**config.mk**
```make
export PLATFORM = sky130hd
export DESIGN_NAME = exc_escalator
export DESIGN_NICKNAME = d
export VERILOG_FILES = /design/src/rtl/exc_seq_pkg.sv /design/src/rtl/exc_nest_counter.sv /design/src/rtl/exc_vector_select.sv /design/src/rtl/exc_seq_fsm.sv /design/src/rtl/exc_escalator.sv
export SDC_FILE = /design/constraint.sdc
export NUM_CORES = 1
export LEC_CHECK = 0
export BUFFER_PORTS_ARGS = -buffer_cell sky130_fd_sc_hd__buf_2
export CAP_MARGIN = 20
export CORE_MARGIN = 3
export CORE_UTILIZATION = 40
export DETAILED_ROUTE_END_ITERATION = 16
export HOLD_SLACK_MARGIN = 0.12
export PLACE_DENSITY = 0.7
export SYNTH_ARGS = -nofsm -noshare
export SYNTH_HDL_FRONTEND = slang
export SYNTH_HIERARCHICAL = 1
export SYNTH_SLANG_ARGS = --single-unit
```
**constraint.sdc**
```tcl
create_clock -name clk -period 5.9 [get_ports clk]
set_input_delay 0 -clock clk [delete_from_list [all_inputs] [get_ports clk]]
set_output_delay 0 -clock clk [all_outputs]
set_load 0.01 [all_outputs]
```
**src/rtl/exc_seq_pkg.sv**
```systemverilog
package exc_seq_pkg;

  typedef enum logic [2:0] {
    ST_IDLE    = 3'd0,
    ST_RESTORE = 3'd1,
    ST_FETCH   = 3'd2,
    ST_DELIVER = 3'd3,
    ST_RESET   = 3'd4
  } seq_state_t;

  // Vectors whose frame carries an error code.
  function automatic logic carries_errcode(input logic [31:0] vec);
    case (vec)
      32'd8, 32'd10, 32'd11, 32'd12, 32'd13, 32'd14, 32'd17: carries_errcode = 1'b1;
      default: carries_errcode = 1'b0;
    endcase
  endfunction

endpackage

```
**src/rtl/exc_nest_counter.sv**
```systemverilog
module exc_nest_counter #(
  parameter int LIMIT = 3,
  localparam int CW = $clog2(LIMIT + 1)
) (
  input  logic          clk,
  input  logic          rst_n,
  input  logic          inc,
  input  logic          clr,
  output logic [CW-1:0] depth,
  output logic [CW-1:0] depth_inc
);

  assign depth_inc = depth + 1'b1;

  always_ff @(posedge clk) begin
    if (!rst_n)   depth <= '0;
    else if (clr) depth <= '0;
    else if (inc) depth <= depth_inc;
  end

endmodule

```
**src/rtl/exc_vector_select.sv**
```systemverilog
module exc_vector_select #(
  parameter int VEC_W     = 8,
  parameter int DF_VECTOR = 8,
  parameter int CW        = 2
) (
  input  logic [VEC_W-1:0] req_vector,
  input  logic [CW-1:0]    depth_inc,
  input  logic             prot_en,
  output logic             escalate,
  output logic [VEC_W-1:0] final_vector,
  output logic             push_flag
);

  assign escalate     = (depth_inc > CW'(1));
  assign final_vector = escalate ? VEC_W'(DF_VECTOR) : req_vector;
  assign push_flag    = prot_en && exc_seq_pkg::carries_errcode(32'(final_vector));

endmodule

```
**src/rtl/exc_seq_fsm.sv**
```systemverilog
module exc_seq_fsm
  import exc_seq_pkg::*;
(
  input  logic       clk,
  input  logic       rst_n,
  input  logic       req_valid,
  input  logic       triple_hit,
  input  logic       fetch_done,
  input  logic       fetch_ok,
  input  logic       deliver_done,
  input  logic       deliver_ok,
  output seq_state_t state,
  output logic       accept,
  output logic       deliver_success,
  output logic       flow_abort
);

  seq_state_t state_nx;

  assign accept          = (state == ST_IDLE) && req_valid;
  assign deliver_success = (state == ST_DELIVER) && deliver_done && deliver_ok;
  assign flow_abort      = ((state == ST_FETCH) && fetch_done && !fetch_ok) ||
                           ((state == ST_DELIVER) && deliver_done && !deliver_ok);

  always_comb begin
    state_nx = state;
    case (state)
      ST_IDLE:    if (accept) state_nx = triple_hit ? ST_RESET : ST_RESTORE;
      ST_RESTORE: state_nx = ST_FETCH;
      ST_FETCH:   if (fetch_done) state_nx = fetch_ok ? ST_DELIVER : ST_IDLE;
      ST_DELIVER: if (deliver_done) state_nx = ST_IDLE;
      ST_RESET:   state_nx = ST_IDLE;
      default:    state_nx = ST_IDLE;
    endcase
  end

  always_ff @(posedge clk) begin
    if (!rst_n) state <= ST_IDLE;
    else        state <= state_nx;
  end

endmodule

```
**src/rtl/exc_escalator.sv**
```systemverilog
module exc_escalator
  import exc_seq_pkg::*;
#(
  parameter int VEC_W     = 8,
  parameter int ERR_W     = 32,
  parameter int DF_VECTOR = 8,
  parameter int LIMIT     = 3
) (
  input  logic             clk,
  input  logic             rst_n,
  input  logic             req_valid,
  input  logic [VEC_W-1:0] req_vector,
  input  logic [ERR_W-1:0] req_errcode,
  input  logic             prot_en,
  input  logic             fetch_done,
  input  logic             fetch_ok,
  input  logic             deliver_done,
  input  logic             deliver_ok,
  output logic             busy,
  output logic [VEC_W-1:0] out_vector,
  output logic [ERR_W-1:0] out_errcode,
  output logic             push_errcode,
  output logic             restore_ip,
  output logic             restore_sp,
  output logic             clear_prefix,
  output logic             fetch_req,
  output logic             deliver_req,
  output logic             core_reset
);

  localparam int CW = $clog2(LIMIT + 1);

  seq_state_t       state;
  logic             accept_w;
  logic             deliver_success;
  logic             flow_abort;
  logic             triple_hit;
  logic             escalate;
  logic [CW-1:0]    depth_q;
  logic [CW-1:0]    depth_inc;
  logic [VEC_W-1:0] final_vector;
  logic             push_flag;

  assign triple_hit = (depth_inc == CW'(LIMIT));

  exc_nest_counter #(.LIMIT(LIMIT)) u_depth (
    .clk       (clk),
    .rst_n     (rst_n),
    .inc       (accept_w),
    .clr       ((accept_w && triple_hit) || deliver_success),
    .depth     (depth_q),
    .depth_inc (depth_inc)
  );

  exc_vector_select #(.VEC_W(VEC_W), .DF_VECTOR(DF_VECTOR), .CW(CW)) u_vsel (
    .req_vector   (req_vector),
    .depth_inc    (depth_inc),
    .prot_en      (prot_en),
    .escalate     (escalate),
    .final_vector (final_vector),
    .push_flag    (push_flag)
  );

  exc_seq_fsm u_fsm (
    .clk             (clk),
    .rst_n           (rst_n),
    .req_valid       (req_valid),
    .triple_hit      (triple_hit),
    .fetch_done      (fetch_done),
    .fetch_ok        (fetch_ok),
    .deliver_done    (deliver_done),
    .deliver_ok      (deliver_ok),
    .state           (state),
    .accept          (accept_w),
    .deliver_success (deliver_success),
    .flow_abort      (flow_abort)
  );

  always_ff @(posedge clk) begin
    if (!rst_n) begin
      out_vector   <= '0;
      out_errcode  <= '0;
      push_errcode <= 1'b0;
    end else if (accept_w) begin
      out_vector   <= final_vector;
      out_errcode  <= req_errcode;
      push_errcode <= push_flag && !triple_hit;
    end
  end

  assign busy         = (state != ST_IDLE);
  assign restore_ip   = (state == ST_RESTORE);
  assign restore_sp   = (state == ST_RESTORE);
  assign clear_prefix = (state == ST_RESTORE);
  assign fetch_req    = (state == ST_FETCH);
  assign deliver_req  = (state == ST_DELIVER);
  assign core_reset   = (state == ST_RESET);

endmodule

```
## Word-level counts from Yosys, hierarchy flattened

Cells that the tools add are included.

- Reductions and logical operators: 13
- Equal/unequal tests: 15
- Bitwise logic cells: 1
- $lt $le $gt $ge: 1
- Add/sub/neg operators: 1
- Muxes and demuxes: 8

Operator list:

| cell | number |
|---|---|
| 8-bit by 4-bit == test with 1-bit output (second input constant) | 6 |
| 3-bit 2-to-1 mux | 4 |
| 3-bit case mux with 4 select lines | 1 |
| 8-bit by 5-bit == test with 1-bit output (second input constant) | 1 |
| 8-bit 2-to-1 mux | 1 |
| 7-bit OR reduction | 1 |
| 3-bit by 2-bit == test with 1-bit output (second input constant) | 2 |
| 1-bit logical AND | 6 |
| 2-bit inequality test (second input constant) | 3 |
| 3-bit by 1-bit == test with 1-bit output (second input constant) | 1 |
| 3-bit == test (second input constant) | 1 |
| 3-bit zero test | 1 |
| 3-bit AND reduction | 1 |
| 3-bit nonzero test | 1 |
| 2-bit by 1-bit adder with 2-bit output (second input constant) | 1 |
| 2-bit == test (second input constant) | 1 |
| 2-bit by 1-bit > comparator with 1-bit output (second input constant) | 1 |
| 2-bit 2-to-1 mux | 1 |
| 2-bit OR reduction | 1 |
| 1-bit zero test | 1 |
| 1-bit logical OR | 1 |
| 1-bit 2-to-1 mux | 1 |
| 1-bit inverter | 1 |

- Logic and storage cells: 44
- Output and inout bits: 48
- Input bits: 48
- Register bits after elaboration: 46

## Depth between registers and ports, before layout

- Word-level depth: 8
- Gate-level depth with buffers: 8
- Gate-level depth less buffers: 6

## Modules after synthesis

Netlist, hierarchy kept.

By module, submodules not included:

| module | times used | area each (um2) | cells each |
|---|---|---|---|
| exc_escalator | 1 | 1,642.8 | 142 |
| exc_seq_fsm | 1 | 224.0 | 25 |
| exc_vector_select | 1 | 117.6 | 17 |
| exc_nest_counter | 1 | 97.6 | 10 |

## Worst setup path after synthesis

No wires, ideal clock.

- Path type: register -> register
- Start point: register u_depth.depth[0]
- End point: register push_errcode
- Data required time: 5.830 ns
- Setup time: 0.070 ns
- Buffers on the path: 0
- Cell stages (with the launch flop): 7
- Path slack: 3.956 ns
- Data arrival time: 1.874 ns
- Cells stage by stage: dfxtp_1 -> xor2_1 -> nor2b_2 -> or4b_1 -> a211oi_2 -> nand3b_1 -> a21boi_1

- Longest elaborated chain between the ends: 8

Ends and longest elaborated chain:

| what | RTL line | source |
|---|---|---|
| from (decl) | exc_nest_counter.sv:9 | `output logic [CW-1:0] depth,` |
| from (signal assigned) | exc_nest_counter.sv:18 | `else if (inc) depth <= depth_inc;` |
| 2-bit by 1-bit adder with 2-bit output * | exc_nest_counter.sv:13 | `assign depth_inc = depth + 1'b1;` |
| via depth_inc[1] | exc_escalator.sv:40 | `logic [CW-1:0] depth_inc;` |
| 2-bit by 1-bit > comparator with 1-bit output * | exc_vector_select.sv:14 | `assign escalate = (depth_inc > CW'(1));` |
| 8-bit 2-to-1 mux * | exc_vector_select.sv:15 | `assign final_vector = escalate ? VEC_W'(DF_VECTOR) : req_vector;` |
| via final_vector[5] | exc_escalator.sv:41 | `logic [VEC_W-1:0] final_vector;` |
| 8-bit by 4-bit == test with 1-bit output or 8-bit by 5-bit == test with 1-bit output (tied branches) | exc_seq_pkg.sv:13 | `case (vec)` |
| 7-bit OR reduction * | exc_seq_pkg.sv:13 |  |
| 1-bit 2-to-1 mux * | exc_seq_pkg.sv:13 |  |
| 1-bit logical AND * | exc_vector_select.sv:16 | `assign push_flag = prot_en && exc_seq_pkg::carries_errcode(32'(final_vector));` |
| via push_flag | exc_escalator.sv:42 | `logic push_flag;` |
| 1-bit logical AND * | exc_escalator.sv:87 | `push_errcode <= push_flag && !triple_hit;` |
| to (signal assigned) | exc_escalator.sv:87 |  |
| to (decl) | exc_escalator.sv:22 | `output logic push_errcode,` |

Mark *: on every way through the listed nets, which the timed path passes. The rest lies on a longest branch.
A chain may end at the register's enable or synchronous reset.

## Worst setup path in the final report

Same ends and word-level chain as after synthesis.

==> impl_results.html <==
<table>
<tr><th>Metric</th><th>Value</th></tr>
<tr><th colspan="2">Setup path</th></tr>
<tr><td>Length in cells of the worst reg-to-reg path</td><td>6</td></tr>
<tr><td>Worst setup slack for register-to-register paths</td><td>3780 ps</td></tr>
<tr><td>Critical path capture point type</td><td>register</td></tr>
<tr><td>Reg-to-reg critical path endpoint</td><td>push_errcode</td></tr>
<tr><td>Crit path cell chain</td><td>xor2_1 -&gt; nor2b_2 -&gt; or4b_1 -&gt; a211oi_2 -&gt; nand3b_1 -&gt; a21boi_1</td></tr>
<tr><td>Startpoint kind of the worst setup timing path</td><td>register</td></tr>
<tr><td>Worst-path cell with the longest stage delay</td><td>sky130_fd_sc_hd__xor2_1</td></tr>
<tr><td>Slowest cell delay on critical path</td><td>560 ps</td></tr>
<tr><td>Critical Setup Path Class</td><td>register to register</td></tr>
<tr><td>CP required</td><td>6130 ps</td></tr>
<tr><td>Arrival @ worst endpoint</td><td>2360 ps</td></tr>
<tr><td>Critical path fanouts, max</td><td>10</td></tr>
<tr><td>Worst reg2reg path startpoint</td><td>u_depth/depth[0]</td></tr>
<tr><th colspan="2">Route</th></tr>
<tr><td>Vias after detailed routing</td><td>1,749</td></tr>
<tr><td>Number of remaining DRC errors</td><td>0</td></tr>
<tr><td>Routed via count divided by cell count</td><td>4.51</td></tr>
<tr><td>TritonRoute pass-1 iters</td><td>4</td></tr>
<tr><td>Post-detailed-route wirelength per cell</td><td>12.5 um</td></tr>
<tr><td>Starting DRC count in detailed routing</td><td>69</td></tr>
<tr><td>Wire length reported by the detailed router</td><td>4860 um</td></tr>
<tr><td>Number of nets still failing antenna checks after routing</td><td>0</td></tr>
<tr><th colspan="2">Status</th></tr>
<tr><td>Run status</td><td>finished, final reports clean</td></tr>
<tr><th colspan="2">Clock network</th></tr>
<tr><td>Clock transition at the register clock pins on the worst setup and hold paths after CTS</td><td>90 ps</td></tr>
<tr><td>Maximum count of clock buffers along a single path</td><td>2</td></tr>
<tr><td>Number of CTS-inserted buffers</td><td>5</td></tr>
<tr><td>Resize count post-CTS</td><td>0</td></tr>
<tr><td>Post CTS Setup Buffer Count</td><td>0</td></tr>
<tr><td>Hold Buf Count CTS</td><td>40</td></tr>
<tr><td>CTS Sinks</td><td>46</td></tr>
<tr><td>H-tree levels</td><td>2</td></tr>
<tr><td>TritonCTS clock tree</td><td>yes</td></tr>
<tr><td>Clock root buffer</td><td>sky130_fd_sc_hd__clkbuf_8</td></tr>
<tr><td>Clock latency at the later pin of the worst-skew pair</td><td>300 ps</td></tr>
<tr><th colspan="2">Layout</th></tr>
<tr><td>Most frequent standard cell in the layout excluding fill and tap cells</td><td>sky130_fd_sc_hd__buf_2</td></tr>
<tr><td>Synthesis-to-layout area growth</td><td>45.7%</td></tr>
<tr><td>Filler cells</td><td>406</td></tr>
<tr><td>Commonest non-fill, non-tap cells in the layout</td><td>95 x sky130_fd_sc_hd__buf_2, 46 x sky130_fd_sc_hd__dfxtp_1, 43 x sky130_fd_sc_hd__nor2b_1</td></tr>
<tr><td>Fin util</td><td>61.9%</td></tr>
<tr><td>Area of the multi-input gates</td><td>1010 um^2</td></tr>
<tr><td>Net count reported at finish</td><td>368</td></tr>
<tr><td>Fraction of layout instances using a drive strength above 1</td><td>36.4%</td></tr>
<tr><td>Combined flip-flop and latch cell area</td><td>921 um^2</td></tr>
<tr><td>Number of diodes added for antenna fixing</td><td>0</td></tr>
<tr><th colspan="2">Timing</th></tr>
<tr><td>Final-layout worst hold slack</td><td>135 ps</td></tr>
<tr><td>Unrepaired setup endpoints after global routing</td><td>no</td></tr>
<tr><td>Final total negative setup slack</td><td>0 ps</td></tr>
<tr><td>Clock skew after layout</td><td>6.35 ps</td></tr>
<tr><td>Timing-limited maximum frequency</td><td>471 MHz</td></tr>
<tr><td>Slew @ Worst Pin</td><td>737 ps</td></tr>
<tr><td>Count of final hold-check violations</td><td>0</td></tr>
<tr><td>Slew Viols, Final</td><td>0</td></tr>
<tr><td>Worst-case headroom to the max-slew limit</td><td>50.8%</td></tr>
<tr><td>Final setup fails</td><td>0</td></tr>
<tr><td>Post-route fraction of the period consumed by the critical path</td><td>36.0%</td></tr>
<tr><td>Min Tclk post-route</td><td>2120 ps</td></tr>
<tr><th colspan="2">Synth</th></tr>
<tr><td>Post-Synthesis Cell Area</td><td>2060 um^2</td></tr>
<tr><td>Nets in the synthesized netlist</td><td>238</td></tr>
<tr><td>Number of warnings reported in the yosys synthesis log</td><td>6</td></tr>
<tr><td>Number of instances in the synthesized netlist</td><td>190</td></tr>
<tr><td>Synth Area per Inst</td><td>10.8 um^2</td></tr>
<tr><th colspan="2">Global routing</th></tr>
<tr><td>Vias in the first global route</td><td>1,743</td></tr>
<tr><td>Initial antenna violation count</td><td>0</td></tr>
<tr><td>Global-route wire length before repair</td><td>8010 um</td></tr>
<tr><td>Combined global-route utilization of all metal layers</td><td>16.3%</td></tr>
<tr><td>Overflow left after global routing</td><td>0</td></tr>
<tr><td>Maximum number of pins on one net before global-route repair</td><td>47</td></tr>
<tr><th colspan="2">Die</th></tr>
<tr><td>Die area</td><td>6050 um^2</td></tr>
<tr><td>I/O pins</td><td>96</td></tr>
<tr><td>Floorplan row count</td><td>25</td></tr>
<tr><td>Die outline height</td><td>77.8 um</td></tr>
<tr><td>Width of the die</td><td>77.8 um</td></tr>
<tr><td>Core region area</td><td>4850 um^2</td></tr>
<tr><td>Initial Util</td><td>42.5%</td></tr>
<tr><th colspan="2">Worst hold path</th></tr>
<tr><td>Origin of the worst min-delay path</td><td>req_vector[1]</td></tr>
<tr><td>Hold path cells</td><td>4</td></tr>
<tr><td>Type of the most critical hold path</td><td>input pin to register</td></tr>
<tr><td>End point of the worst hold path</td><td>out_vector[1]</td></tr>
<tr><th colspan="2">Power and ir drop</th></tr>
<tr><td>Power, Total</td><td>1.10 mW</td></tr>
<tr><td>Sw Pwr</td><td>0.400 mW</td></tr>
<tr><td>Switching portion of total power</td><td>36.3%</td></tr>
<tr><td>Static power due to leakage</td><td>1.41 nW</td></tr>
<tr><td>Clock Power Share</td><td>17.5%</td></tr>
<tr><td>Power density cells</td><td>367 nW/um^2</td></tr>
<tr><td>Cell-internal power</td><td>0.703 mW</td></tr>
<tr><td>Sequential power share</td><td>39.7%</td></tr>
<tr><td>VDD IR max</td><td>0.177 mV</td></tr>
<tr><td>Gate power share</td><td>42.8%</td></tr>
<tr><th colspan="2">Placed design</th></tr>
<tr><td>Detailed-placement wirelength estimate</td><td>2930 um</td></tr>
<tr><td>Global placer's final weighted congestion</td><td>0.693</td></tr>
<tr><td>Total of buffers placed on input and output ports</td><td>95</td></tr>
<tr><th colspan="2">Flow run</th></tr>
<tr><td>Count of maximum capacitance violations</td><td>0</td></tr>
</table>
## registers in the layout, indices dropped and copies added (netlist names)
name and flops:
out_errcode 32, push_errcode 1, out_vector 8, u_fsm/state 3, u_depth/depth 2
## worst max-delay path, delay by kind of cell, from the launching register on
family | cells | cell delay, ps
xor+xnor | 1 | 560
simple gates | 3 | 730
flops | 1 | 430
compound gates | 2 | 340
## area by class of cell
cell class	count	area share, %
Tap cell	67	2.79
Sequential cell	46	30.7
Timing Repair Buffer	136	29.4
Inverter	4	0.500
Multi-Input combinational cell	127	33.6
Clock inverter	3	0.709
Clock buffer	5	2.29
## metrics by stage
stage                     setup slack [ps]  cell area [um^2]  instances
after CTS                             3740              3000        388
after global placement                3830              2510        340
after detailed placement              3760              2510        340
after global routing                  3580              3000        388
final                                 3780              3000        388
after floorplan                       3990              2060        190
## worst max path at each step
stage                      from           end  slack, ps  cells after the start
2_1_floorplan  u_depth/depth[0]  push_errcode       3990                      6
3_3_place_gp   u_depth/depth[0]  push_errcode       3830                      6
3_5_place_dp   u_depth/depth[0]  push_errcode       3760                      6
4_1_cts        u_depth/depth[0]  push_errcode       3740                      6
5_1_grt        u_depth/depth[0]  push_errcode       3580                      6
6_report       u_depth/depth[0]  push_errcode       3780                      6
## power groups by stage
| stage | clock (mW) | combinational [mW] | sequential (mW) |
|---|---|---|---|
| 6_report | 0.193 | 0.472 | 0.438 |
| 5_1_grt | 0.214 | 0.515 | 0.451 |
| 4_1_cts | 0.201 | 0.475 | 0.437 |
| 3_5_place_dp | 0 | 0.454 | 0.443 |
| 3_3_place_gp | 0 | 0.450 | 0.440 |
| 2_1_floorplan | 0 | 0.352 | 0.458 |
## per-layer routing
| metal | up-vias | part of all wire [%] | global-route usage (%) |
|---|---|---|---|
| met5 | - | 0 | 0 |
| li1 | 895 | - | - |
| met3 | 10 | 6.5 | 4.41 |
| met4 | 0 | 1.5 | 5.87 |
| met2 | 62 | 47 | 27.3 |
| met1 | 782 | 45 | 20.1 |
Power figures use the tool's default switching activity.
